$ cat src/rtl/cvs_pkg.sv
package cvs_pkg;
  typedef enum logic {
    SWEEP_IDLE = 1'b0,
    SWEEP_RUN  = 1'b1
  } sweep_state_t;
endpackage

$ cat src/rtl/clock_hand_ptr.sv
module clock_hand_ptr #(
  parameter int NUM_FRAMES = 8,
  localparam int IDX_W = (NUM_FRAMES > 1) ? $clog2(NUM_FRAMES) : 1
) (
  input  logic             clk,
  input  logic             rst,
  input  logic             step_i,
  output logic [IDX_W-1:0] hand_o
);
  localparam logic [IDX_W-1:0] LAST = IDX_W'(NUM_FRAMES - 1);

  logic [IDX_W-1:0] hand_q;
  logic [IDX_W-1:0] hand_next;

  // Wrap explicitly so a ring size that is not a power of two also works.
  always_comb begin
    if (hand_q == LAST) hand_next = '0;
    else                hand_next = hand_q + 1'b1;
  end

  always_ff @(posedge clk) begin
    if (rst)         hand_q <= '0;
    else if (step_i) hand_q <= hand_next;
  end

  assign hand_o = hand_q;
endmodule

$ cat src/rtl/ref_bit_array.sv
module ref_bit_array #(
  parameter int NUM_FRAMES = 8,
  localparam int IDX_W = (NUM_FRAMES > 1) ? $clog2(NUM_FRAMES) : 1
) (
  input  logic                  clk,
  input  logic                  rst,
  input  logic                  set_en_i,
  input  logic [IDX_W-1:0]      set_idx_i,
  input  logic                  clr_en_i,
  input  logic [IDX_W-1:0]      clr_idx_i,
  output logic [NUM_FRAMES-1:0] bits_o
);
  logic [NUM_FRAMES-1:0] bits_q;

  // One flop per frame. The set path is tested first, so a reference
  // outranks a clear aimed at the same frame in the same cycle.
  for (genvar i = 0; i < NUM_FRAMES; i++) begin : g_bit
    logic hit_set;
    logic hit_clr;
    assign hit_set = set_en_i && (set_idx_i == IDX_W'(i));
    assign hit_clr = clr_en_i && (clr_idx_i == IDX_W'(i));

    always_ff @(posedge clk) begin
      if (rst)          bits_q[i] <= 1'b0;
      else if (hit_set) bits_q[i] <= 1'b1;
      else if (hit_clr) bits_q[i] <= 1'b0;
    end
  end

  assign bits_o = bits_q;
endmodule

$ cat src/rtl/sweep_ctrl.sv
module sweep_ctrl
  import cvs_pkg::*;
#(
  parameter int NUM_FRAMES = 8,
  localparam int IDX_W = (NUM_FRAMES > 1) ? $clog2(NUM_FRAMES) : 1
) (
  input  logic             clk,
  input  logic             rst,
  input  logic             req_i,
  input  logic [IDX_W-1:0] hand_i,
  input  logic             acc_here_i,
  input  logic             valid_here_i,
  output logic             step_o,
  output logic             clr_en_o,
  output logic             busy_o,
  output logic             done_o,
  output logic [IDX_W-1:0] victim_o
);
  sweep_state_t     state_q;
  logic             found;
  logic             done_q;
  logic [IDX_W-1:0] victim_q;

  assign busy_o   = (state_q == SWEEP_RUN);
  assign found    = busy_o && (!valid_here_i || !acc_here_i);
  assign clr_en_o = busy_o && valid_here_i && acc_here_i;
  assign step_o   = busy_o;

  always_ff @(posedge clk) begin
    if (rst) begin
      state_q  <= SWEEP_IDLE;
      done_q   <= 1'b0;
      victim_q <= '0;
    end else begin
      done_q <= 1'b0;
      unique case (state_q)
        SWEEP_IDLE: if (req_i) state_q <= SWEEP_RUN;
        SWEEP_RUN: begin
          if (found) begin
            state_q  <= SWEEP_IDLE;
            done_q   <= 1'b1;
            victim_q <= hand_i;
          end
        end
        default: state_q <= SWEEP_IDLE;
      endcase
    end
  end

  assign done_o   = done_q;
  assign victim_o = victim_q;
endmodule

$ cat src/rtl/clock_victim_sel.sv
module clock_victim_sel #(
  parameter int NUM_FRAMES = 8,
  localparam int IDX_W = (NUM_FRAMES > 1) ? $clog2(NUM_FRAMES) : 1
) (
  input  logic                  clk,
  input  logic                  rst,
  input  logic                  req_i,
  input  logic                  ref_valid_i,
  input  logic [IDX_W-1:0]      ref_idx_i,
  input  logic [NUM_FRAMES-1:0] frame_valid_i,
  output logic                  done_o,
  output logic [IDX_W-1:0]      victim_o
);
  logic [IDX_W-1:0]      hand_w;
  logic [NUM_FRAMES-1:0] acc_w;
  logic                  step_w;
  logic                  clr_en_w;
  logic                  busy_w;

  clock_hand_ptr #(.NUM_FRAMES(NUM_FRAMES)) u_hand (
    .clk    (clk),
    .rst    (rst),
    .step_i (step_w),
    .hand_o (hand_w)
  );

  ref_bit_array #(.NUM_FRAMES(NUM_FRAMES)) u_bits (
    .clk       (clk),
    .rst       (rst),
    .set_en_i  (ref_valid_i),
    .set_idx_i (ref_idx_i),
    .clr_en_i  (clr_en_w),
    .clr_idx_i (hand_w),
    .bits_o    (acc_w)
  );

  sweep_ctrl #(.NUM_FRAMES(NUM_FRAMES)) u_ctrl (
    .clk          (clk),
    .rst          (rst),
    .req_i        (req_i),
    .hand_i       (hand_w),
    .acc_here_i   (acc_w[hand_w]),
    .valid_here_i (frame_valid_i[hand_w]),
    .step_o       (step_w),
    .clr_en_o     (clr_en_w),
    .busy_o       (busy_w),
    .done_o       (done_o),
    .victim_o     (victim_o)
  );
endmodule

$ cat config.mk
export PLATFORM = sky130hd
export DESIGN_NAME = clock_victim_sel
export DESIGN_NICKNAME = d
export VERILOG_FILES = /design/src/rtl/cvs_pkg.sv /design/src/rtl/clock_hand_ptr.sv /design/src/rtl/ref_bit_array.sv /design/src/rtl/sweep_ctrl.sv /design/src/rtl/clock_victim_sel.sv
export SDC_FILE = /design/constraint.sdc
export NUM_CORES = 1
export LEC_CHECK = 0
export BUFFER_PORTS_ARGS = -buffer_cell sky130_fd_sc_hd__buf_2
export CAP_MARGIN = 20
export CELL_PAD_IN_SITES_DETAIL_PLACEMENT = 1
export CELL_PAD_IN_SITES_GLOBAL_PLACEMENT = 1
export CORE_MARGIN = 5
export CORE_UTILIZATION = 28
export DETAILED_ROUTE_END_ITERATION = 8
export PLACE_DENSITY_LB_ADDON = 0.1
export SYNTH_ARGS = -nofsm -noshare
export SYNTH_HDL_FRONTEND = slang
export SYNTH_SLANG_ARGS = --single-unit
export TNS_END_PERCENT = 100
$ cat constraint.sdc
create_clock -name clk -period 2.06 [get_ports clk]
set_clock_uncertainty 0.15 [all_clocks]
set_input_delay 0.103 -clock clk [delete_from_list [all_inputs] [get_ports clk]]
set_output_delay 0.103 -clock clk [all_outputs]
set_load 0.05 [all_outputs]
==> results of run 1 <==
worst min path at each step:
stage	start	endpoint	slack, ns	depth (start not counted)
2_1_floorplan	req_i	u_ctrl.busy_o	0.1	2
3_3_place_gp	req_i	u_ctrl.busy_o	0.23	3
3_5_place_dp	req_i	u_ctrl.busy_o	0.19	3
4_1_cts	ref_idx_i[0]	u_bits.bits_o[2]	0.02	4
5_1_grt	ref_idx_i[0]	u_bits.bits_o[7]	0.04	3
6_report	rst	u_ctrl.done_o	0.04	2
Yosys cell counts:
| cell type | count |
|---|---|
| nand4_1 | 1 |
| a211oi_1 | 1 |
| clkbuf_1 | 2 |
| mux2i_1 | 2 |
| or2b_1 | 2 |
| o22ai_1 | 1 |
| dfxtp_1 | 16 |
| a31oi_1 | 1 |
| ha_1 | 6 |
| and2_1 | 1 |
| nor3_2 | 1 |
| mux4_2 | 2 |
| inv_1 | 3 |
| nand2_1 | 20 |
| a21oi_1 | 8 |
| a311oi_1 | 2 |
| o21ai_1 | 1 |
| nor2_1 | 5 |
| nor2b_1 | 6 |
| nand3_1 | 4 |
| a22o_4 | 1 |
| nor3_1 | 1 |
| o21ai_0 | 6 |
| nand3b_1 | 1 |
| nand2b_1 | 3 |
| inv_2 | 2 |
per-stage QoR:
stage	hold slack, ns	setup slack [ns]
finish	0.0367	0.192
detailed placement	0.194	0.310
global placement	0.234	0.363
CTS	0.0171	0.152
floorplan	0.0985	0.412
global route	0.0441	0.0593
area by class of cell:
cell class	instances	area, um2	area share [%]
Multi-Input combinational cell	76	493	46.9
Sequential cell	16	320	30.5
Timing Repair Buffer	25	158	15.0
Tap cell	31	38.8	3.69
Clock buffer	3	22.5	2.14
Inverter	5	18.8	1.79
timing repair:
| item | CTS | global route |
|---|---|---|
| hold buffers | 6 | 0 |
| endpoints found under the hold margin | 5 | 0 |
| setup endpoints to repair | 0 | 1 |
| resized for setup | 0 | 1 |
routing by layer:
metal	vias up	track usage [%]	share of wire [%]
met5	-	0	0
met4	0	3.17	0.79
li1	394	-	-
met1	362	15.6	44
met2	19	20.9	50
met3	2	4.49	4.9
registers in the layout, indices dropped and copies added, names as in the netlist:
register         count
u_bits.bits_o        8
u_ctrl.victim_o      3
u_ctrl.done_o        1
u_hand.hand_o        3
u_ctrl.busy_o        1
where the power goes:
| part | internal, W | switching [W] |
|---|---|---|
| Sequential | 0.000325 | 0.0000127 |
| Clock | 0.0000680 | 0.000106 |
| Combinational | 0.0000564 | 0.0000730 |
| Total | 0.000450 | 0.000191 |
cells by family (layout without fill, tap and decap cells):
kind of cell | Yosys count | after routing | synth area share (%)
DFF | 16 | 16 | 38.3
muxes | 4 | 4 | 7.77
AOI/OAI and AO/OA | 21 | 21 | 15.5
adders and majority gates | 6 | 6 | 8.97
buffers and inverters | 7 | 33 | 3.14
and+or+nand+nor | 45 | 45 | 26.3
==> flow_summary.ini, run 1 <==
[worst_setup_path]
crit_start = ref_valid_i
crit_chain = dlygate4sd3_1, buf_2, nor2b_2, nand3_1, dlygate4sd3_1, a311oi_1
reg2reg_depth = 4
end_kind = flop
rrSetupSlack_ns = 0.32
crit_type = in -> reg
cp_common_cell = dlygate4sd3_1
reg2reg_from = u_hand.hand_o[1]
worst-path-stages = 6
cpLargestDelayFamily = buffers and inverters
crit_arrival_ns = 1.93
worstPathRequired_ns = 2.12
reg2reg_to = u_ctrl.done_o
startpoint_type = input pin
crit_slowest_cell = dlygate4sd3_1
endpoint = u_bits.bits_o[3]
critPathMaxFanout = 5
cpPeakStageDelay_ns = 0.57
critPathBufInv = 3

[final_layout]
fin_area_mm2 = 0.00105
finalNonFillerCells = 156
mostFrequentLayoutCells = nand2_1 (20), buf_2 (18), dfxtp_1 (16), a21oi_1 (8)
antenna_cells = 0
nets = 148
n_fill_cell = 349
mostFrequentLayoutCell = nand2_1
syn_to_final_growth_pct = 25.6
fin_util_pct = 37.5
drive_gt1_share_pct = 23.2

[clock_tree]
cts_buffers = 3
h-tree-depth = 1
cts_tree = yes
clock-sinks = 16
cts_setup_buffers = 0
cts_root_buf = clkbuf_4
clockBufferDepth = 2
clk_pin_slew_ns = 0.10
clkLatencyLatePin_ns = 0.29

[sta]
worstMarginPinSlew_ns = 0.434
final.setup.tns_ns = 0
setup_violations = 0
rsz0062_at_grt = no
drv_slew = 0
fin_crit_ns = 1.87
max_freq_mhz = 535
timing.slew.headroom_pct = 71.0
hold_violations = 0
finalCritPeriodShare_pct = 90.7

[yosys]
yosys.cell_types.count = 26
syn_inst = 99
synth_top_area_cell = dfxtp_1
synth.avg_cell_area_um2 = 8.46
synth_seq_area_share_pct = 38.3
yosys_warnings = 0
synth_seq_cells = 16
synth.net_count = 120
synthTopCellsByArea = dfxtp_1 (38%), ha_1 (9.0%), nand2_1 (9.0%)
synth_top_area_share_pct = 38.3
netlist_area_um2 = 837

[place]
dp.cells = 147
place_congestion = 0.726
portBuffers = 18
detailedPlacementHpwl_um = 1740
place_area_um2 = 966

[route]
wirelength_um = 2270
vias = 777
dr.pass1.iters = 4
drc = 0
drt_iter0_drc = 80
wl_per_cell_um = 14.5
drt-vias-per-instance = 4.98
drtAntennaViolNets = 0

[power]
total_power_w = 0.000641
power_density_mw_per_mm2 = 610
peakVddDrop_mv = 0.288
leakagePower_nw = 0.402

[global_route]
grt_usage_pct = 12.6
grt_max_degree = 20
grt_overflow_total = 0
grt_pass1_vias = 806
grt_pass1_wl_um = 4010
grt_antenna_before_repair = 0

[job]
cap_violations = 0

[floorplanning]
die_w_um = 64.7
die_h_um = 64.7
rows = 19
initial_utilization_pct = 29.8
die_area_mm2 = 0.00418
coreArea_mm2 = 0.00281
num_io_pins = 19

[status]
outcome = finished clean

[min_path]
hp-class = in -> reg
No activity file was read; power rests on OpenSTA's default activity.
==> run 2, diff against run 1 <==
--- a/config.mk
+++ b/config.mk
@@ -5,7 +5,7 @@
 export SDC_FILE = /design/constraint.sdc
 export NUM_CORES = 1
 export LEC_CHECK = 0
-export BUFFER_PORTS_ARGS = -buffer_cell sky130_fd_sc_hd__buf_2
+export BUFFER_PORTS_ARGS = -buffer_cell sky130_fd_sc_hd__buf_4
 export CAP_MARGIN = 20
 export CELL_PAD_IN_SITES_DETAIL_PLACEMENT = 1
 export CELL_PAD_IN_SITES_GLOBAL_PLACEMENT = 1
==> constraint.sdc (replaced) <==
create_clock -name clk -period 1.6 [get_ports clk]
set_clock_uncertainty 0.15 [all_clocks]
set_input_delay 0.08 -clock clk [delete_from_list [all_inputs] [get_ports clk]]
set_output_delay 0.08 -clock clk [all_outputs]
set_load 0.05 [all_outputs]
==> run 2 against run 1 <==
Effect of this change: the run now ends with negative setup slack left; sequential power increased by 29%; critical endpoint is now u_bits.bits_o[7]; critical path depth decreased by 1; register-to-register slack got worse by 0.34 ns; highest routed layer unchanged; global-route usage increased by 0.34 points.
==> flow_summary.ini, run 2 (synthesis results as in run 1) <==
[status]
outcome = finished with violations
violations = negative setup slack

[place]
detailedPlacementHpwl_um = 1780
place_congestion = 0.820
portBuffers = 18

[worst_setup_path]
cp_common_cell = dlygate4sd3_1
crit_slowest_cell = dlygate4sd3_1
crit_arrival_ns = 1.69
worstPathRequired_ns = 1.66
end_kind = flop
crit_type = in -> reg
cpPeakStageDelay_ns = 0.57
crit_chain = dlygate4sd3_1, buf_4, nand4_1, dlygate4sd3_1, a311oi_1
critPathBufInv = 3
cpLargestDelayFamily = buffers and inverters
critPathMaxFanout = 5
startpoint_type = input pin

[clock_tree]
clock-sinks = 16
clockBufferDepth = 2
clk_pin_slew_ns = 0.10
cts_buffers = 3
cts_root_buf = clkbuf_4
cts_tree = yes
clkLatencyLatePin_ns = 0.29
h-tree-depth = 1

[final_layout]
fin_util_pct = 44.2
mostFrequentLayoutCell = buf_4
largest_reg_flops = 8
drive_gt1_share_pct = 30.7
antenna_cells = 0
mostFrequentLayoutCells = buf_4 (27), nand2_1 (20), dlygate4sd3_1 (11), dfxtp_1 (11), a21oi_1 (8)
syn_to_final_growth_pct = 48.0
nets = 162
n_fill_cell = 342

[sta]
setup_ws_ns = -0.0339
timing.slew.headroom_pct = 77.6
final.setup.tns_ns = -0.0794
max_freq_mhz = 612
worstMarginPinSlew_ns = 0.336
rsz0062_at_grt = yes
fin_crit_ns = 1.63
finalCritPeriodShare_pct = 102
drv_slew = 0
hold_violations = 0
setup_violations = 5

[power]
total_power_w = 0.000926
peakVddDrop_mv = 0.503
power_density_mw_per_mm2 = 747
leakagePower_nw = 0.493

[min_path]
hp-class = in -> reg

[route]
vias = 837
wirelength_um = 2520
wl_per_cell_um = 14.7
dr.pass1.iters = 3
drc = 0
drt-vias-per-instance = 4.89
drtAntennaViolNets = 0
drt_iter0_drc = 34

[global_route]
grt_pass1_wl_um = 4130
grt_pass1_vias = 852
grt_max_degree = 20
grt_antenna_before_repair = 0
grt_overflow_total = 0
grt_usage_pct = 12.9

[floorplanning]
num_io_pins = 19
rows = 19
initial_utilization_pct = 29.8
die_w_um = 64.7
die_h_um = 64.7
die_area_mm2 = 0.00418
coreArea_mm2 = 0.00281

[job]
cap_violations = 0
run 2: power by group:
| part | switching [W] | internal [W] |
|---|---|---|
| registers | 0.0000157 | 0.000420 |
| logic | 0.000103 | 0.000110 |
| clock network | 0.000137 | 0.000139 |
run 2: final cells by class:
type                    instances  area, um2  share of cell area, %
clock buffers                   4       36.3                   2.93
inverters                       5       18.8                   1.52
multi-input cells              76        493                   39.8
flip-flops and latches         16        327                   26.4
well taps                      31       38.8                   3.13
repair buffers                 39        325                   26.3
run 2: path summary, 6_finish.rpt:
path | from | endpoint | slack, ns | depth (start not counted)
worst max register to register | u_hand.hand_o[1] | u_ctrl.victim_o[0] | -0.02 | 4
worst min register to register | u_ctrl.victim_o[1] | u_ctrl.victim_o[1] | 0.33 | 2
worst max-delay path | ref_valid_i | u_bits.bits_o[7] | -0.03 | 5
worst min-delay path | ref_idx_i[0] | u_bits.bits_o[3] | 0.04 | 3
run 2: per-stage QoR:
step | instances | hold WS (ns) | cell area, um2 | setup WS [ns]
floorplan | 99 | 0.0777 | 838 | -0.0468
global placement | 154 | 0.244 | 1060 | -0.0228
detailed placement | 154 | 0.221 | 1060 | -0.0544
CTS | 171 | 0.0160 | 1230 | -0.0303
global route | 171 | 0.0146 | 1240 | -0.0960
finish | 171 | 0.0385 | 1240 | -0.0339
run 2: layer usage:
metal / global-route usage, % / vias to the layer above / share of wire [%]
met4: 3.96 / 0 / 0.99
li1: - / 422 / -
met3: 4.32 / 6 / 3.5
met5: 0 / - / 0
met2: 20.2 / 11 / 49
met1: 16.9 / 398 / 47
run 2: repair_timing:
item / in CTS / in global routing
pin swaps: 1 / 1
gates resized for setup: 4 / 7
endpoints found under the hold margin: 13 / 0
hold buffers: 12 / 0
endpoints found under the setup margin: 9 / 12
setup buffers: 1 / 0
run 2: worst register-to-register path: cells and delay by family (launching register included):
family / cells / cell delay (ns)
flip-flops: 1 / 0.33
buffers and inverters: 1 / 0.06
multiplexers: 2 / 0.67
AO/OA/AOI/OAI: 1 / 0.31
==> run 3, diff against run 2 <==
--- a/config.mk
+++ b/config.mk
@@ -7,12 +7,9 @@
 export LEC_CHECK = 0
 export BUFFER_PORTS_ARGS = -buffer_cell sky130_fd_sc_hd__buf_4
 export CAP_MARGIN = 20
-export CELL_PAD_IN_SITES_DETAIL_PLACEMENT = 1
-export CELL_PAD_IN_SITES_GLOBAL_PLACEMENT = 1
 export CORE_MARGIN = 5
 export CORE_UTILIZATION = 28
 export DETAILED_ROUTE_END_ITERATION = 8
-export PLACE_DENSITY_LB_ADDON = 0.1
 export SYNTH_ARGS = -nofsm -noshare
 export SYNTH_HDL_FRONTEND = slang
 export SYNTH_SLANG_ARGS = --single-unit
==> run 3 against run 2 <==
Effect of this change: the flow finishes with violations (negative hold slack, negative setup slack); utilization decreased by 1.0 points; critical path depth shrank 1; clock-buffer cell count stayed put; sequential power decreased by 0.9%; combinational power is 4% lower; via count fell by 5.0%; power down 1.6%; die area did not move; register-to-register slack about the same; worst hold slack lost 0.064 ns; cell count decreased by 1.8%; sequential share of layout area is 0.32 points higher; critical path type is now reg -> reg; largest power group unchanged.
==> flow_summary.ini, run 3 (synthesis results as in run 1) <==
[route]
wl_per_cell_um = 12.1
drt_iter0_drc = 6
drt-vias-per-instance = 4.73
vias = 795
dr.pass1.iters = 4
drc = 0
wirelength_um = 2040
drtAntennaViolNets = 0

[sta]
setup_violations = 2
hold_violations = 1
max_freq_mhz = 621
rsz0062_at_grt = yes
finalCritPeriodShare_pct = 101
setup_ws_ns = -0.0103
worstMarginPinSlew_ns = 0.309
hold_slack_ns = -0.0251
timing.slew.headroom_pct = 79.4
fin_crit_ns = 1.61
drv_slew = 0

[clock_tree]
clock-sinks = 16
clockBufferDepth = 2
clkLatencyLatePin_ns = 0.30
cts_root_buf = clkbuf_4
cts_buffers = 3
h-tree-depth = 1
clk_pin_slew_ns = 0.10
cts_tree = yes

[worst_setup_path]
worstPathRequired_ns = 1.64
startpoint_type = flop
end_kind = flop
crit_type = reg -> reg
crit_arrival_ns = 1.65
critPathMaxFanout = 5

[floorplanning]
die_area_mm2 = 0.00418
rows = 19
initial_utilization_pct = 29.8
die_h_um = 64.7
num_io_pins = 19
die_w_um = 64.7
coreArea_mm2 = 0.00281

[place]
post-place-ws_ns = -0.00471
detailedPlacementHpwl_um = 1550
portBuffers = 18
place_congestion = 0.847

[global_route]
grt_usage_pct = 11.2
grt_antenna_before_repair = 0
grt_max_degree = 20
grt_pass1_wl_um = 3620
grt_pass1_vias = 859
grt_overflow_total = 0

[final_layout]
drive_gt1_share_pct = 29.2
nets = 159
mostFrequentLayoutCell = buf_4
antenna_cells = 0
syn_to_final_growth_pct = 44.5
mostFrequentLayoutCells = buf_4 (26), nand2_1 (20), dfxtp_1 (14), dlygate4sd3_1 (10), a21oi_1 (8)
largest_reg_flops = 8

[power]
peakVddDrop_mv = 0.479
seqPwrFrac_pct = 47.4
power_density_mw_per_mm2 = 753
power.internal_w = 0.000664
total_power_w = 0.000911
p_sw_w = 0.000247
leakagePower_nw = 0.476
clkPwrFrac_pct = 30.0
combinationalPowerShare_pct = 22.6
p_sw_share_pct = 27.1

[min_path]
hp-class = in -> reg

[job]
cap_violations = 0

[status]
violations = negative hold slack, negative setup slack
outcome = finished with violations
==> run 3: path summary, 6_finish.rpt <==
path                            from                  to  slack, ns  cells after the start
setup / recovery    u_hand.hand_o[1]       u_ctrl.done_o      -0.01                      4
hold / removal          ref_idx_i[1]    u_bits.bits_o[7]      -0.03                      3
setup reg to reg    u_hand.hand_o[1]       u_ctrl.done_o      -0.01                      4
hold reg to reg   u_ctrl.victim_o[0]  u_ctrl.victim_o[0]       0.33                      2
==> run 3: power by group through the flow <==
stage / clock (W) / sequential, W / combinational [W]
2_1_floorplan: 0 / 0.000460 / 0.0000861
3_3_place_gp: 0 / 0.000440 / 0.000182
3_5_place_dp: 0 / 0.000441 / 0.000185
4_1_cts: 0.000288 / 0.000432 / 0.000206
5_1_grt: 0.000299 / 0.000435 / 0.000227
6_report: 0.000273 / 0.000432 / 0.000206
==> run 3: per-layer routing <==
metal	track usage [%]	part of all wire [%]	vias to the layer above
li1	-	-	416
met1	11.9	43	360
met2	20.0	50	12
met3	3.11	4.3	7
met4	6.33	3.1	0
met5	0	0	-
==> run 3: cell type report <==
class | instances | area [um2]
Timing Repair Buffer | 36 | 295
Inverter | 5 | 18.8
Clock buffer | 4 | 36.3
Tap cell | 31 | 38.8
Sequential cell | 16 | 323
Multi-Input combinational cell | 76 | 498
Fill cell | 282 | 1600
==> run 3: metrics by stage <==
step	hold WS [ns]	std cells	setup TNS [ns]	cell area, um2	util, %
after floorplan	0.0777	99	-0.101	838	-
after global placement	0.212	153	0	1060	37.7
after detailed placement	0.220	153	-0.00471	1060	37.7
after CTS	0.00937	169	-0.00649	1210	43.3
after global routing	0.0265	168	-0.333	1210	43.1
final	-0.0251	168	-0.0119	1210	43.1
==> run 3: timing repair <==
| item | CTS | global route |
|---|---|---|
| setup endpoints to repair | 3 | 10 |
| pin swaps | 1 | 0 |
| hold buffers | 12 | 0 |
| buffers inserted | 0 | 1 |
| hold endpoints to repair | 13 | 0 |
| resized for setup | 0 | 6 |
==> run 3: worst max-delay path, cell delays in order (launching register included) <==
cell and delay (ns):
dfxtp_2 0.33, inv_2 0.06, mux4_2 0.53, a22o_4 0.30
nor2b_1 0.13
